$ cat src/rtl/lldma_pkg.sv
package lldma_pkg;

   // channel sequencing states
   typedef enum logic [2:0] {
      ST_IDLE,
      ST_FETCH,
      ST_RD,
      ST_WR,
      ST_WB,
      ST_DONE
   } lldma_st_e;

   // descriptor layout, word indices (writeback and fetch order depend on them)
   localparam int DESC_WORDS = 4;
   localparam int IDX_SRC    = 0;
   localparam int IDX_CTLA   = 1;
   localparam int IDX_CTLB   = 2;
   localparam int IDX_NEXT   = 3;

endpackage

$ cat src/rtl/lldma_addr_step.sv
module lldma_addr_step #(
   parameter int ADDR_W = 32,
   parameter int STEP   = 4
) (
   input  logic              clk,
   input  logic              rst_n,
   input  logic              load,
   input  logic [ADDR_W-1:0] load_val,
   input  logic              adv,
   input  logic              down,
   output logic [ADDR_W-1:0] q
);

   localparam logic [ADDR_W-1:0] STEP_V = ADDR_W'(STEP);

   if (STEP < 1) begin : g_bad_step
      $error("lldma_addr_step: STEP must be positive");
   end

   always_ff @(posedge clk or negedge rst_n) begin
      if (!rst_n) begin
         q <= '0;
      end else if (load) begin
         q <= load_val;
      end else if (adv) begin
         q <= down ? (q - STEP_V) : (q + STEP_V);
      end
   end

endmodule

$ cat src/rtl/lldma_desc_regs.sv
module lldma_desc_regs #(
   parameter int DATA_W = 32,
   parameter int NWORDS = 4,
   parameter int FIRST  = 1,
   parameter int IW     = (NWORDS > 1) ? $clog2(NWORDS) : 1
) (
   input  logic                                 clk,
   input  logic                                 rst_n,
   input  logic                                 wr,
   input  logic [IW-1:0]                        wr_idx,
   input  logic [DATA_W-1:0]                    wr_data,
   output logic [NWORDS-1:FIRST][DATA_W-1:0]    words
);

   if (FIRST < 0 || FIRST >= NWORDS) begin : g_bad_first
      $error("lldma_desc_regs: FIRST out of range");
   end

   for (genvar i = FIRST; i < NWORDS; i++) begin : g_word
      logic [DATA_W-1:0] r;
      always_ff @(posedge clk or negedge rst_n) begin
         if (!rst_n) begin
            r <= '0;
         end else if (wr && (wr_idx == IW'(i))) begin
            r <= wr_data;
         end
      end
      assign words[i] = r;
   end

endmodule

$ cat src/rtl/lldma_ctrl.sv
module lldma_ctrl
   import lldma_pkg::*;
#(
   parameter int ADDR_W     = 32,
   parameter int DATA_W     = 32,
   parameter int SIZE_W     = 16,
   parameter int DONE_BIT   = 31,
   parameter int WORD_BYTES = 4,
   parameter int IW         = $clog2(DESC_WORDS)
) (
   input  logic              clk,
   input  logic              rst_n,
   input  logic              go,
   input  logic [ADDR_W-1:0] head_ptr,
   input  logic [DATA_W-1:0] ctla,
   input  logic              dst_down_cfg,
   input  logic [DATA_W-1:0] nxt,
   input  logic [ADDR_W-1:0] src_q,
   input  logic [ADDR_W-1:0] dst_q,
   input  logic              mem_ready,
   input  logic [DATA_W-1:0] mem_rdata,
   output logic              mem_req,
   output logic              mem_we,
   output logic [ADDR_W-1:0] mem_addr,
   output logic [DATA_W-1:0] mem_wdata,
   output logic              fetch_wr,
   output logic [IW-1:0]     fetch_idx,
   output logic              src_load,
   output logic              step_adv,
   output logic              dst_down,
   output logic              busy,
   output logic              buf_irq,
   output logic              xfer_done
);

   localparam int SHIFT = $clog2(WORD_BYTES);
   localparam logic [ADDR_W-1:0] CTLA_OFS = ADDR_W'(IDX_CTLA * WORD_BYTES);
   localparam logic [IW-1:0]     LAST_IDX = IW'(DESC_WORDS - 1);

   lldma_st_e         st;
   logic [IW-1:0]     widx;
   logic [ADDR_W-1:0] desc_addr;
   logic [SIZE_W-1:0] cnt;
   logic [SIZE_W-1:0] cnt_nx;
   logic [SIZE_W-1:0] size;
   logic [DATA_W-1:0] data_q;
   logic [DATA_W-1:0] wb_word;
   logic              hs;
   logic              irq_q;

   assign size   = ctla[SIZE_W-1:0];
   assign cnt_nx = cnt + 1'b1;
   assign hs     = mem_req && mem_ready;

   // status word written back into the descriptor
   always_comb begin
      wb_word                = ctla;
      wb_word[SIZE_W-1:0]    = cnt;
      wb_word[DONE_BIT]      = 1'b1;
   end

   // memory port mux
   always_comb begin
      mem_req   = 1'b0;
      mem_we    = 1'b0;
      mem_addr  = '0;
      mem_wdata = '0;
      unique case (st)
         ST_FETCH: begin
            mem_req  = 1'b1;
            mem_addr = desc_addr + (ADDR_W'(widx) << SHIFT);
         end
         ST_RD: begin
            mem_req  = 1'b1;
            mem_addr = src_q;
         end
         ST_WR: begin
            mem_req   = 1'b1;
            mem_we    = 1'b1;
            mem_addr  = dst_q;
            mem_wdata = data_q;
         end
         ST_WB: begin
            mem_req   = 1'b1;
            mem_we    = 1'b1;
            mem_addr  = desc_addr + CTLA_OFS;
            mem_wdata = wb_word;
         end
         default: ;
      endcase
   end

   assign fetch_wr  = (st == ST_FETCH) && hs;
   assign fetch_idx = widx;
   assign src_load  = fetch_wr && (widx == IW'(IDX_SRC));
   assign step_adv  = (st == ST_WR) && hs;
   assign dst_down  = dst_down_cfg;
   assign busy      = (st != ST_IDLE);
   assign buf_irq   = irq_q;
   assign xfer_done = (st == ST_DONE);

   always_ff @(posedge clk or negedge rst_n) begin
      if (!rst_n) begin
         st        <= ST_IDLE;
         widx      <= '0;
         desc_addr <= '0;
         cnt       <= '0;
         data_q    <= '0;
         irq_q     <= 1'b0;
      end else begin
         irq_q <= 1'b0;
         unique case (st)
            ST_IDLE: begin
               if (go) begin
                  desc_addr <= head_ptr;
                  widx      <= '0;
                  st        <= ST_FETCH;
               end
            end
            ST_FETCH: begin
               if (hs) begin
                  if (widx == LAST_IDX) begin
                     cnt <= '0;
                     st  <= (size == '0) ? ST_WB : ST_RD;
                  end else begin
                     widx <= widx + 1'b1;
                  end
               end
            end
            ST_RD: begin
               if (hs) begin
                  data_q <= mem_rdata;
                  st     <= ST_WR;
               end
            end
            ST_WR: begin
               if (hs) begin
                  cnt <= cnt_nx;
                  st  <= (cnt_nx == size) ? ST_WB : ST_RD;
               end
            end
            ST_WB: begin
               if (hs) begin
                  irq_q <= 1'b1;
                  if (nxt == '0) begin
                     st <= ST_DONE;
                  end else begin
                     desc_addr <= nxt[ADDR_W-1:0];
                     widx      <= '0;
                     st        <= ST_FETCH;
                  end
               end
            end
            ST_DONE: st <= ST_IDLE;
            default: st <= ST_IDLE;
         endcase
      end
   end

   // memory requests wait on ready without changing
   assert_req_hold_R9: assert property (@(posedge clk) disable iff (!rst_n)
      (mem_req && !mem_ready) |=> (mem_req && $stable(mem_addr) && $stable(mem_we) && $stable(mem_wdata)));

   // interrupt is a single-cycle pulse
   assert_irq_pulse_R6: assert property (@(posedge clk) disable iff (!rst_n)
      buf_irq |=> !buf_irq);

   // interrupt only follows an accepted write (the writeback)
   assert_irq_after_wb_R5: assert property (@(posedge clk) disable iff (!rst_n)
      buf_irq |-> $past(mem_req && mem_we && mem_ready));

   // chain end returns to idle
   assert_done_idle_R7: assert property (@(posedge clk) disable iff (!rst_n)
      xfer_done |=> !busy);

   // an idle channel makes no memory requests
   assert_idle_quiet_R11: assert property (@(posedge clk) disable iff (!rst_n)
      !busy |-> !mem_req);

   // data steps only after the descriptor has been read in full
   assert_fetch_first_R1: assert property (@(posedge clk) disable iff (!rst_n)
      $rose(busy) |-> !step_adv);

endmodule

$ cat src/rtl/lldma_channel.sv
module lldma_channel
   import lldma_pkg::*;
#(
   parameter int ADDR_W     = 32,
   parameter int DATA_W     = 32,
   parameter int SIZE_W     = 16,
   parameter int DONE_BIT   = 31,
   parameter int DIR_BIT    = 0,
   parameter int WORD_BYTES = 4
) (
   input  logic              clk,
   input  logic              rst_n,
   input  logic              cfg_we,
   input  logic              cfg_sel,
   input  logic [DATA_W-1:0] cfg_wdata,
   input  logic              go,
   output logic              busy,
   output logic              buf_irq,
   output logic              xfer_done,
   output logic              mem_req,
   output logic              mem_we,
   output logic [ADDR_W-1:0] mem_addr,
   output logic [DATA_W-1:0] mem_wdata,
   input  logic              mem_ready,
   input  logic [DATA_W-1:0] mem_rdata
);

   localparam int IW = $clog2(DESC_WORDS);

   if (SIZE_W >= DONE_BIT)                     begin : g_bad_size
      $error("lldma_channel: length field overlaps done flag");
   end
   if (DONE_BIT >= DATA_W || DIR_BIT >= DATA_W) begin : g_bad_bit
      $error("lldma_channel: flag bit outside data word");
   end
   if (ADDR_W > DATA_W)                         begin : g_bad_addr
      $error("lldma_channel: pointers must fit one data word");
   end
   if (WORD_BYTES != (1 << $clog2(WORD_BYTES))) begin : g_bad_word
      $error("lldma_channel: WORD_BYTES must be a power of two");
   end

   logic [ADDR_W-1:0]                       head_ptr;
   logic [DESC_WORDS-1:1][DATA_W-1:0]       desc_w;
   logic [ADDR_W-1:0]                       src_q;
   logic [ADDR_W-1:0]                       dst_q;
   logic                                    fetch_wr;
   logic [IW-1:0]                           fetch_idx;
   logic                                    src_load;
   logic                                    step_adv;
   logic                                    dst_down;
   logic                                    cfg_ok;
   logic                                    unused_ctlb;

   assign cfg_ok      = cfg_we && !busy;
   assign unused_ctlb = ^desc_w[IDX_CTLB];

   always_ff @(posedge clk or negedge rst_n) begin
      if (!rst_n) begin
         head_ptr <= '0;
      end else if (cfg_ok && cfg_sel) begin
         head_ptr <= cfg_wdata[ADDR_W-1:0];
      end
   end

   lldma_desc_regs #(
      .DATA_W (DATA_W),
      .NWORDS (DESC_WORDS),
      .FIRST  (1),
      .IW     (IW)
   ) desc_i (
      .clk     (clk),
      .rst_n   (rst_n),
      .wr      (fetch_wr),
      .wr_idx  (fetch_idx),
      .wr_data (mem_rdata),
      .words   (desc_w)
   );

   lldma_addr_step #(
      .ADDR_W (ADDR_W),
      .STEP   (WORD_BYTES)
   ) src_step_i (
      .clk      (clk),
      .rst_n    (rst_n),
      .load     (src_load),
      .load_val (mem_rdata[ADDR_W-1:0]),
      .adv      (step_adv),
      .down     (1'b0),
      .q        (src_q)
   );

   lldma_addr_step #(
      .ADDR_W (ADDR_W),
      .STEP   (WORD_BYTES)
   ) dst_step_i (
      .clk      (clk),
      .rst_n    (rst_n),
      .load     (cfg_ok && !cfg_sel),
      .load_val (cfg_wdata[ADDR_W-1:0]),
      .adv      (step_adv),
      .down     (dst_down),
      .q        (dst_q)
   );

   lldma_ctrl #(
      .ADDR_W     (ADDR_W),
      .DATA_W     (DATA_W),
      .SIZE_W     (SIZE_W),
      .DONE_BIT   (DONE_BIT),
      .WORD_BYTES (WORD_BYTES),
      .IW         (IW)
   ) ctrl_i (
      .clk          (clk),
      .rst_n        (rst_n),
      .go           (go),
      .head_ptr     (head_ptr),
      .ctla         (desc_w[IDX_CTLA]),
      .dst_down_cfg (desc_w[IDX_CTLB][DIR_BIT]),
      .nxt          (desc_w[IDX_NEXT]),
      .src_q        (src_q),
      .dst_q        (dst_q),
      .mem_ready    (mem_ready),
      .mem_rdata    (mem_rdata),
      .mem_req      (mem_req),
      .mem_we       (mem_we),
      .mem_addr     (mem_addr),
      .mem_wdata    (mem_wdata),
      .fetch_wr     (fetch_wr),
      .fetch_idx    (fetch_idx),
      .src_load     (src_load),
      .step_adv     (step_adv),
      .dst_down     (dst_down),
      .busy         (busy),
      .buf_irq      (buf_irq),
      .xfer_done    (xfer_done)
   );

   // the destination pointer moves only by one word per accepted data write
   assert_dst_step_R3: assert property (@(posedge clk) disable iff (!rst_n)
      (busy && !step_adv) |=> $stable(dst_q));

   // start values are frozen while a chain runs
   assert_cfg_frozen_R10: assert property (@(posedge clk) disable iff (!rst_n)
      (busy && $past(busy)) |-> $stable(head_ptr));

endmodule

$ cat config.mk
export PLATFORM = sky130hd
export DESIGN_NAME = lldma_channel
export DESIGN_NICKNAME = d
export VERILOG_FILES = /design/src/rtl/lldma_pkg.sv /design/src/rtl/lldma_addr_step.sv /design/src/rtl/lldma_desc_regs.sv /design/src/rtl/lldma_ctrl.sv /design/src/rtl/lldma_channel.sv
export SDC_FILE = /design/constraint.sdc
export NUM_CORES = 1
export LEC_CHECK = 0
export BUFFER_PORTS_ARGS = -buffer_cell sky130_fd_sc_hd__buf_2
export CAP_MARGIN = 20
export CORE_UTILIZATION = 44
export CTS_CLUSTER_SIZE = 10
export DETAILED_ROUTE_END_ITERATION = 6
export GPL_ROUTABILITY_DRIVEN = 0
export GPL_TIMING_DRIVEN = 0
export HOLD_SLACK_MARGIN = 0.02
export PLACE_DENSITY = 0.72
export SYNTH_ARGS = -nofsm -noshare
export SYNTH_HDL_FRONTEND = slang
export SYNTH_SLANG_ARGS = --single-unit
export TNS_END_PERCENT = 30
$ cat constraint.sdc
create_clock -name clk -period 11.6 [get_ports clk]
set_input_delay 2.32 -clock clk [delete_from_list [all_inputs] [get_ports clk]]
set_output_delay 2.32 -clock clk [all_outputs]
set_load 0.03 [all_outputs]
Word level (Yosys, flattened, before mapping)
Index checks and enable logic that the tools add are counted.
W data, S select, Z words.
Word-level totals
  flip-flop bits (word level): 246
  input port bits: 70
  output and inout port bits: 69
  logic and storage cells: 100
Operators by class
  add/sub/neg operators: 7
  eq/ne operators: 17
  multiplexer cells: 35
  reduce and logical (&&, ||, !) cells: 29
Operator list (count)
  $mux W32: 8
  $pmux W32 S2: 2
  $pmux W32 S4: 1
  $add A32 B3 Y32 const B: 3
  $mux W16: 3
  $add A32 B4 Y32: 1
  $logic_not A32 Y1: 1
  $pmux W16 S2: 1
  $sub A32 B3 Y32 const B: 1
  $mux W3: 9
  $add A16 B1 Y16 const B: 1
  $eq A16 B16 Y1: 1
  $logic_not A16 Y1: 1
  $pmux W3 S5: 1
  $reduce_and A6 Y1: 2
  $logic_and A1 B1 Y1: 10
  $mux W2: 5
  $ne A2 B1 Y1 const B: 4
  $ne A2 B2 Y1 const B: 4
  $reduce_and A4 Y1: 2
  $reduce_bool A2 Y1: 4
  $eq A3 B2 Y1 const B: 2
  $eq A3 B3 Y1 const B: 2
  $pmux W2 S3: 1
  12 further kinds: 18

Longest topological paths before layout
Gate-level depths: netlist of run 1.
  depth in word-level cells: 7
  mapped depth: 15
  mapped depth without buffers: 12

Cells and area by module
From an unflattened synthesis of run 1, not the netlist that was laid out.
Unflattened totals
  cells, all modules: 1718
  area total of the unflattened synthesis: 17007.6 µm²
By module, submodules not included
  lldma_addr_step: times used 2, cells each 362, area an instance 3019.1 µm², seq. area each 800.8 µm²
  lldma_ctrl: times used 1, cells each 720, area an instance 6037.0 µm², seq. area each 2152.1 µm²
  lldma_desc_regs: times used 1, cells each 204, area an instance 3593.4 µm², seq. area each 2402.3 µm²
  lldma_channel: times used 1, cells each 70, area an instance 1338.8 µm², seq. area each 800.8 µm²

Least setup slack after synthesis of run 1
No wires, ideal clock.
  path kind: reg-to-output
  start: register ctrl_i.st[0]
  end: output mem_addr[15]
  arrival: 3.592 ns
  required time: 9.280 ns
  slack: 5.688 ns
  stages on the path, launching flop included: 14
  buffers on the path: 3
  cells stage by stage: dfrtp_1 > clkbuf_1 > nor3_1 > clkbuf_1 > buf_1 > nor2_1 > ha_1 > a21o_1 > nand3_1 > nor2_1 > and3_1 > xor2_1 > a22oi_1 > o21ai_0
On the way
  word-level cells in the longest chain between the ends: 2
  elaborated cells between the ends (all ways): 5
  classes of those cells: eq/ne: 4; mux: 1
RTL lines
  start, declared: line lldma_ctrl.sv:40  | lldma_st_e st;
  start signal, assigned: line lldma_ctrl.sv:124  | st <= (size == '0) ? ST_WB : ST_RD;
  start signal, assigned: line lldma_ctrl.sv:139  | st <= (cnt_nx == size) ? ST_WB : ST_RD;
  $eq A3 B3 Y1 (tied with other cells): line lldma_ctrl.sv:68  | unique case (st)
  $pmux W32 S4 (*): line lldma_ctrl.sv:68
  end, declared: line lldma_channel.sv:22  | output logic [ADDR_W-1:0] mem_addr,
Mark *: on every way between the ends. The rest lies on a longest branch, timed or not.

Final worst setup path of run 1
Ends and elaborated chain as after synthesis.

==> impl_summary.md, run 1 <==
Setup path
The critical path endpoint category is a primary output. The required time of the worst setup path is ~9.3 ns. The endpoint identified for the worst register-to-register timing path is src_step_i.q[23]$_DFFE_PN0P_. The slack of the worst reg-to-reg path is between 8 and 9 ns. The critical path is of the reg2out type. The worst register-to-register path begins at ctrl_i.st[2]$_DFFE_PN0P_.

STA classifies the critical path startpoint as a register. For the worst flop-to-flop path, the logic depth is 8. In this run the worst path has a maximum fanout of 10. STA puts the critical path data arrival time at between 5 and 6 ns.

Synthesis
The share of async-settable or async-resettable flops after synthesis is 100.0%. The average instance area after synthesis is a little under 10 um^2. The synthesized instance count is ~1500. In this run, distinct cell masters in the synthesized netlist total 65. The Yosys step of the flow raised 0 warnings. The count of flip-flops with a built-in enable after synthesis is 0. The flip-flop and latch count after synthesis is ~250. After synthesis the cells add up to roughly 0.014 mm^2.

Synthesis produced a netlist with a net count of 1581. The most used flip-flop cell after synthesis is sky130_fd_sc_hd__dfrtp_1. The part of the Yosys area used for sequential elements is 43.31%.

Clocking
The tree built by TritonCTS fans out to around 250 sinks. In this run, CTS created clock tree buffers numbering 29. For this design, the CTS-stage hold fixing added 0 buffers.

After clock tree synthesis, the clock-pin slew on the worst setup and hold paths is 0.06 ns. The clock tree from TritonCTS is built. The H-tree depth is 1. The number of setup buffers added after CTS is 0. No sink is reached through more buffers than the 3 on the longest clock path. The root buffer cell chosen for the clock tree is sky130_fd_sc_hd__clkbuf_16. Once the clock tree was built, the resizer swapped 0 gates to a different size.

At the later pin of the worst-skew pair, clock insertion delay measures ~0.57 ns.

Placement
The count of input and output buffers is between 100 and 150. Detailed placement finished with a half-perimeter wire length of roughly 35 mm. After detailed placement, the design holds a cell count of 2016.

In this run the cell area measured after placement is between 0.015 and 0.02 mm^2.

Global route
The number of global-route vias before repair came to around 12000. Entering global routing, the biggest net connects 124 pins. The total overflow left after global routing is 0. The wire length of the first global-routing pass is 70.81 mm.

The initial antenna violation count was 1. The total track usage is between 20% and 30%.

STA
The top achievable clock speed is between 0.1 and 0.15 GHz. The worst path needs just under 8 ns of the cycle, external delays included. The final count of hold timing violations is 0. The number of max-slew violations in the final report came to 0. The final critical path takes up between 60% and 70% of the cycle. Setup repair after global routing left no endpoint under its margin. The clock skew is roughly 0.012 ns. The number of endpoints failing setup at the final stage is 0. The slew at the pin closest to its max-slew limit is around 1.1 ns. The worst pin sits at a relative slew slack of between 20% and 30%. The sum of negative setup slack is 0 ns. The worst hold slack across all endpoints is roughly 0.5 ns.

Drt
Dividing the detail-routed via count by the number of cells gives a little over 6. The DRC violations left is 2. For this run, the detailed router's first-pass iteration total came to 7. For this block, the via count after detailed routing is 12815. The DRC violation total after the first TritonRoute iteration is about 1600. After detailed routing, the total wire length is 46.24 mm. In the final routed layout, each cell accounts on average for between 20 and 25 um. The number of nets still failing antenna checks after routing is 0.

Cells and area
The fill cell instance count of the final layout is between 2000 and 3000. The number of nets in the finished design is 1753. After routing the design area is ~0.016 mm^2. The final cell count without fillers is 2055. In the final layout, the multi-input gates occupy around 0.0076 mm^2.

The diode insertion count for antenna repair is 0. The sequential cells in the finished layout cover a total of 0.006156 mm^2. The post-route netlist has 20.39% of its cells at a drive strength greater than 1. The area overhead of the layout relative to synthesis is 14.75%.

Floorplan
After floorplanning, the core was sized to cover roughly 0.032 mm^2. The starting density of the core is 44.93%. The site row count is 65.

The horizontal die dimension is 181.7 um. The top-level I/O count is between 100 and 150. The overall die height is approximately 180 um. The area of the die is ~0.033 mm^2.

Run status
The run finished, with violations left. The final reports fail on DRC.

Pwr
The internal power component is roughly 0.0026 W. The total design power is between 0.004 and 0.005 W. The static power due to leakage is 7.312 nW. The largest voltage drop on the vdd net is about 0.17 mV. Sequential cells burn between 30% and 40% of the power. Combinational cells account for about half of the total power.

The fraction of power spent switching nets is 45.28%. The power density over cell area is slightly below 300 mW/mm^2. The clock network burns 17.2% of the power. The net switching power is about 0.0022 W.

Worst hold path
The start point of the worst hold path is src_step_i.q[1]$_DFFE_PN0P_. For hold timing, the worst endpoint is src_step_i.q[1]$_DFFE_PN0P_. The type of the tightest min-delay check is reg2reg. The number of instances on the worst hold path is 2.

Flow run
The reported max-cap violation count is 0.
[cells in the mapped netlist, types with 14 or more instances]
cell / count / area (um^2)
sky130_fd_sc_hd__a21o_1: 14 / 105.1
sky130_fd_sc_hd__and3_1: 19 / 118.9
sky130_fd_sc_hd__nor4_1: 18 / 112.6
sky130_fd_sc_hd__a22o_1: 32 / 280.3
sky130_fd_sc_hd__nor2_1: 102 / 382.9
sky130_fd_sc_hd__ha_1: 36 / 450.4
sky130_fd_sc_hd__xor2_1: 27 / 236.5
sky130_fd_sc_hd__mux2i_1: 19 / 190.2
sky130_fd_sc_hd__nand4_1: 20 / 125.1
sky130_fd_sc_hd__xnor2_1: 43 / 376.6
sky130_fd_sc_hd__a221o_1: 22 / 220.2
sky130_fd_sc_hd__nand2_1: 195 / 732.0
sky130_fd_sc_hd__o21ai_0: 107 / 535.5
sky130_fd_sc_hd__nor3_1: 23 / 115.1
sky130_fd_sc_hd__clkbuf_1: 65 / 244.0
sky130_fd_sc_hd__mux2_2: 147 / 1655
sky130_fd_sc_hd__buf_1: 19 / 71.32
sky130_fd_sc_hd__dfrtp_1: 246 / 6156
sky130_fd_sc_hd__nand3_1: 36 / 180.2
sky130_fd_sc_hd__o22ai_1: 19 / 118.9
sky130_fd_sc_hd__a22oi_1: 32 / 240.2
sky130_fd_sc_hd__a21oi_1: 46 / 230.2
sky130_fd_sc_hd__a31oi_1: 38 / 237.7
sky130_fd_sc_hd__inv_1: 23 / 86.33
[layout by cell type, fill, tap and decap left out, drive strengths merged, types with 7 or more instances in the layout]
cell type / n
inv: 24
and3: 20
ha: 36
dfrtp: 246
clkbuf: 102
nor4: 19
o22ai: 19
buf: 167
a21oi: 46
mux2i: 19
a22o: 32
nand4: 21
o31ai: 10
xor2: 27
nand3: 36
nor3b: 7
nand2: 195
a22oi: 32
o21ai: 108
o211ai: 7
xnor2: 43
nor3: 24
a211oi: 7
a21o: 14
a221o: 22
mux2: 147
a31oi: 38
nor2: 102
[registers in the layout, summed over array words and instances (netlist names)]
signal	flops
src_step_i.q	32
ctrl_i.cnt	16
ctrl_i.desc_addr	32
head_ptr	32
dst_step_i.q	32
ctrl_i.st	3
desc_i.g_word.r	64
ctrl_i.buf_irq	1
ctrl_i.fetch_idx	2
ctrl_i.data_q	32
[worst max-delay path by stage]
stage / startpoint / to / slack (ns) / depth (start not counted)
5_1_grt: ctrl_i.st[0]$_DFFE_PN0P_ / mem_addr[19] / 3.69 / 14
2_1_floorplan: ctrl_i.st[0]$_DFFE_PN0P_ / mem_addr[15] / 5.69 / 13
6_report: ctrl_i.st[0]$_DFFE_PN0P_ / mem_addr[15] / 3.87 / 14
3_5_place_dp: ctrl_i.st[0]$_DFFE_PN0P_ / mem_addr[15] / 4.64 / 14
3_3_place_gp: rst_n / dst_step_i.q[3]$_DFFE_PN0P_ / 3.76 / 1
4_1_cts: ctrl_i.st[0]$_DFFE_PN0P_ / mem_addr[15] / 4.04 / 14
[stage by stage]
| stage | util, % | setup WS [ns] |
|---|---|---|
| final | 51.56 | 3.868 |
| after global routing | 51.56 | 3.692 |
| after CTS | 51.56 | 4.036 |
| after detailed placement | 49.00 | 4.637 |
| after global placement | 48.70 | 3.763 |
| after floorplan | - | 5.688 |
[routing by layer]
metal / global-route usage (%) / up-vias / wire length [um]
li1: - / 5767 / -
met2: 44.58 / 667 / 20900
met4: 12.85 / 0 / 2225
met3: 4.212 / 128 / 4101
met5: 0 / - / 0
met1: 37.47 / 6253 / 19010
[layout make-up]
class	instances	share of cell area, %
inverters	23	0.5293
well taps	402	3.084
clock inverters	2	0.1534
plain buffers	91	2.148
repair buffers	141	4.802
clock buffers	37	4.817
multi-input cells	1113	46.73
flip-flops and latches	246	37.74
[power by group through the flow]
stage / Combinational, W / Sequential, W / Clock, W
final: 0.00234 / 0.00160 / 0.000820
after floorplan: 0.00169 / 0.00146 / 0
after CTS: 0.00232 / 0.00158 / 0.000827
after global placement: 0.00223 / 0.00158 / 0
after global routing: 0.00253 / 0.00164 / 0.000862
after detailed placement: 0.00230 / 0.00159 / 0
[worst max-delay path, stage by stage (launching register included)]
cell,delay [ns]
sky130_fd_sc_hd__dfrtp_1,0.35
sky130_fd_sc_hd__clkbuf_1,0.18
sky130_fd_sc_hd__nor3_1,0.73
sky130_fd_sc_hd__clkbuf_1,0.71
sky130_fd_sc_hd__buf_1,0.46
sky130_fd_sc_hd__nor2_1,0.17
sky130_fd_sc_hd__ha_1,0.31
sky130_fd_sc_hd__a21o_1,0.14
sky130_fd_sc_hd__nand3_1,0.21
sky130_fd_sc_hd__nor2_1,0.43
sky130_fd_sc_hd__and3_1,0.23
sky130_fd_sc_hd__xor2_1,0.18
sky130_fd_sc_hd__a22oi_1,0.08
sky130_fd_sc_hd__o21ai_0,0.37
sky130_fd_sc_hd__buf_2,0.28
[logic make-up after synthesis]
family	share of synthesized area, %
XOR/XNOR	4.313
AO/OA/AOI/OAI	18.06
AND/OR/NAND/NOR	14.81
buffers and inverters	3.072
flip-flops	43.31
multiplexers	12.98
adder cells (fa/ha/maj)	3.450
Power figures use the tool's default switching activity.
==> inputs of run 2 (changes only) <==
--- a/config.mk
+++ b/config.mk
@@ -13,7 +13,7 @@
 export GPL_ROUTABILITY_DRIVEN = 0
 export GPL_TIMING_DRIVEN = 0
 export HOLD_SLACK_MARGIN = 0.02
-export PLACE_DENSITY = 0.72
+export PLACE_DENSITY = 0.75
 export SYNTH_ARGS = -nofsm -noshare
 export SYNTH_HDL_FRONTEND = slang
 export SYNTH_SLANG_ARGS = --single-unit
==> constraint.sdc (replaced) <==
create_clock -name clk -period 6.85 [get_ports clk]
set_input_delay 1.37 -clock clk [delete_from_list [all_inputs] [get_ports clk]]
set_output_delay 1.37 -clock clk [all_outputs]
set_load 0.03 [all_outputs]
==> run 2 against run 1 <==
The run now ends clean. Sequential share of layout area fell by 0.10 points. Sequential power is 68% higher. Die area unchanged. Total power grew 70%. Register-to-register slack worse by 4.8 ns. Count of clock-buffer cells in the layout rose by 1. Cell area is 0.27% higher. Combinational power up 71%. Via count about the same. Core utilization grew 0.14 points. Cell count increased by 0.15%.
==> impl_summary.md, run 2 (synthesized netlist as in run 1, its figures left out) <==
Placement
The standard cell area after detailed placement is 0.01550 mm^2. The count of buffers added on input and output ports is 138. The HPWL after detailed placement is 34.85 mm.

Setup path
The arrival time at the worst endpoint is ~5.3 ns. STA classifies the critical path startpoint as a register. The number of buffers and inverters on the critical path is 4. In this design, the largest share of critical-path delay is due to simple AND/OR/NAND/NOR gates. The required time of the worst setup path is approximately 5.5 ns. The startpoint of the lowest-slack register-to-register path is ctrl_i.st[1]$_DFFE_PN0P_.

STA classifies the critical path endpoint as a primary output. The launch point of the critical path is ctrl_i.st[0]$_DFFE_PN0P_. The worst setup path is of the reg2out kind. On the critical path, the stage with the largest delay is an instance of sky130_fd_sc_hd__clkbuf_1.

Counting buffers and inverters, the worst setup path is 14 cells deep. The critical path goes through clkbuf_1 -> nor3_2 -> clkbuf_1 -> buf_1 -> nor2_1 -> ha_1 -> a21o_1 -> nand3_1 -> nor2_1 -> and3_1 -> xor2_1 -> a22oi_1 -> o21ai_0 -> buf_2. The worst-path maximum fanout is 10.

The highest cell delay on the worst timing path is between 0.6 and 0.7 ns. The length in cells of the worst reg-to-reg path is 7.

Global route
The wire length of the first global-routing pass is slightly above 70 mm. The initial antenna violation count came to 1. The total track usage is between 20% and 30%. The largest net degree at the start of global routing is between 100 and 150. The number of global-route vias before repair is 12477. Global routing finished with a remaining overflow of 0.

Drt
In this run the remaining antenna-violating nets after routing total 0. The average routed wire per standard cell is ~23 um. The overall via count from detail_route is between 10000 and 15000. The DRC violations left is 0. The final wirelength is 46.39 mm.

The DRC violation total after the first TritonRoute iteration is 1578. Using the TritonRoute via totals, the vias-per-cell ratio works out to approximately 6.2. The first TritonRoute pass finished after 5 iterations.

Floorplan
The floorplan has 65 rows. For this configuration, the core starts out at a cell density of between 40% and 50%. The overall die height is roughly 180 um. In this run the standard cell core region covers 0.03164 mm^2. The die is roughly 180 um wide. The area of the die is ~0.033 mm^2. For this design the top-level I/O count stands at approximately 140.

Cells and area
In the layout the commonest cells are sky130_fd_sc_hd__dfrtp_1, sky130_fd_sc_hd__nand2_1, sky130_fd_sc_hd__mux2_2. The number of flip-flops under the largest register name is 64. The fraction of layout instances using a drive strength above 1 is around a fifth.

The diode insertion count for antenna repair is 0. Ranked by flip-flop count, first place goes to desc_i.g_word.r. The final layout contains 1754 nets.

Relative to the synthesized area, the layout overhead comes to 15.06%. Summing all non-filler instances in the final layout gives an area of 0.01636 mm^2. The fill cell instance count of the final layout is around 2900. The most common cell after layout, fill and taps aside is sky130_fd_sc_hd__dfrtp_1.

Clocking
The clock input transition at the sequential cells of the worst setup and hold paths is 0.05 ns. Post-CTS timing repair inserted 0 buffers for setup. The insertion delay to the later sink of the worst-skew pair is 0.58 ns. The number of sinks on the clock net is between 200 and 250.

TritonCTS built the clock tree. In this run the clock root is driven by a sky130_fd_sc_hd__clkbuf_16. The clock passes through at most 3 buffers. The number of CTS-inserted buffers is 30. CTS built an H-tree with a depth of 1. For this design, the CTS-stage hold fixing added 0 buffers. Gates resized during post-CTS repair numbered 0.

Flow run
Max-cap violations in this run came to 0.

STA
The clock skew is 0.01490 ns. The slew at the pin closest to its max-slew limit is between 1 and 1.5 ns. The top achievable clock speed is approximately 0.15 GHz. The number of endpoints failing setup at the final stage is 0. The final count of hold timing violations is 0. Setup repair after global routing left no endpoint under its margin. The number of max-slew violations in the final report is 0. The relative max-transition margin is a little over a quarter. The sum of negative setup slack is 0 ns.

The fraction of the cycle the final worst path needs is a little over nine tenths. The clock period minus final worst setup slack is approximately 6.6 ns.

Worst hold path
Along the worst hold path, the cell count comes to 2. The type of the tightest min-delay check is reg2reg. The startpoint identified for the worst hold timing path is src_step_i.q[1]$_DFFE_PN0P_.

Run status
The run finished with clean final reports.

Pwr
The largest voltage drop on the vdd net is approximately 0.25 mV. Dividing total power by cell area gives a power density of about 500 mW/mm^2. Summed over all cells, the static leakage comes to roughly 7.3 nW.
## run 2: final cells by class
type	count	area [um^2]	share of cell area [%]
Tap cell	402	503.0	3.075
Clock buffer	38	800.8	4.896
Multi-Input combinational cell	1113	7627	46.63
Sequential cell	246	6156	37.64
Inverter	23	86.33	0.5278
Timing Repair Buffer	141	783.3	4.789
Clock inverter	4	48.80	0.2983
Buffer	91	350.3	2.142
## run 2: path summary, 6_finish.rpt
| check | to | slack (ns) |
|---|---|---|
| max reg2reg | ctrl_i.cnt[8]$_DFFE_PN0P_ | 3.38 |
| min | src_step_i.q[1]$_DFFE_PN0P_ | 0.50 |
| min in group asynchronous | ctrl_i.data_q[27]$_DFFE_PN0P_ | 0.68 |
| min reg2reg | src_step_i.q[1]$_DFFE_PN0P_ | 0.50 |
| max | mem_addr[15] | 0.20 |
| max in group asynchronous | dst_step_i.q[2]$_DFFE_PN0P_ | 5.26 |
## run 2: worst min-delay path, delay by kind of cell (launching register included)
kind,cells,cell delay [ns]
and+or+nand+nor,2,0.11
DFF,1,0.35
## run 2: routing by layer
metal / vias to the layer above / track usage [%] / share of wire (%)
met2: 630 / 45.60 / 46
met1: 6278 / 37.24 / 41
met5: - / 0 / 0
met4: 0 / 12.85 / 4.8
li1: 5778 / - / -
met3: 121 / 3.971 / 8.5
## run 2: through the flow
| step | power (W) | util, % | hold slack (ns) | std cells | worst slack, ns |
|---|---|---|---|---|---|
| 2_1_floorplan | 0.005334 | - | 0.4417 | 1473 | 1.888 |
| 3_3_place_gp | 0.006436 | 48.70 | 0.4825 | 2013 | 0.05018 |
| 3_5_place_dp | 0.006601 | 49.00 | 0.4856 | 2016 | 0.8731 |
| 4_1_cts | 0.008042 | 51.68 | 0.4992 | 2058 | 0.1967 |
| 5_1_grt | 0.008549 | 51.70 | 0.5120 | 2058 | 0.06520 |
| 6_report | 0.008104 | 51.70 | 0.4966 | 2058 | 0.2011 |
## run 2: power by group
| part | switching, W | total, W | internal [W] |
|---|---|---|---|
| clock | 0.000613 | 0.00142 | 0.000811 |
| sequential | 0.000612 | 0.00269 | 0.00208 |
| combinational | 0.00245 | 0.00399 | 0.00154 |
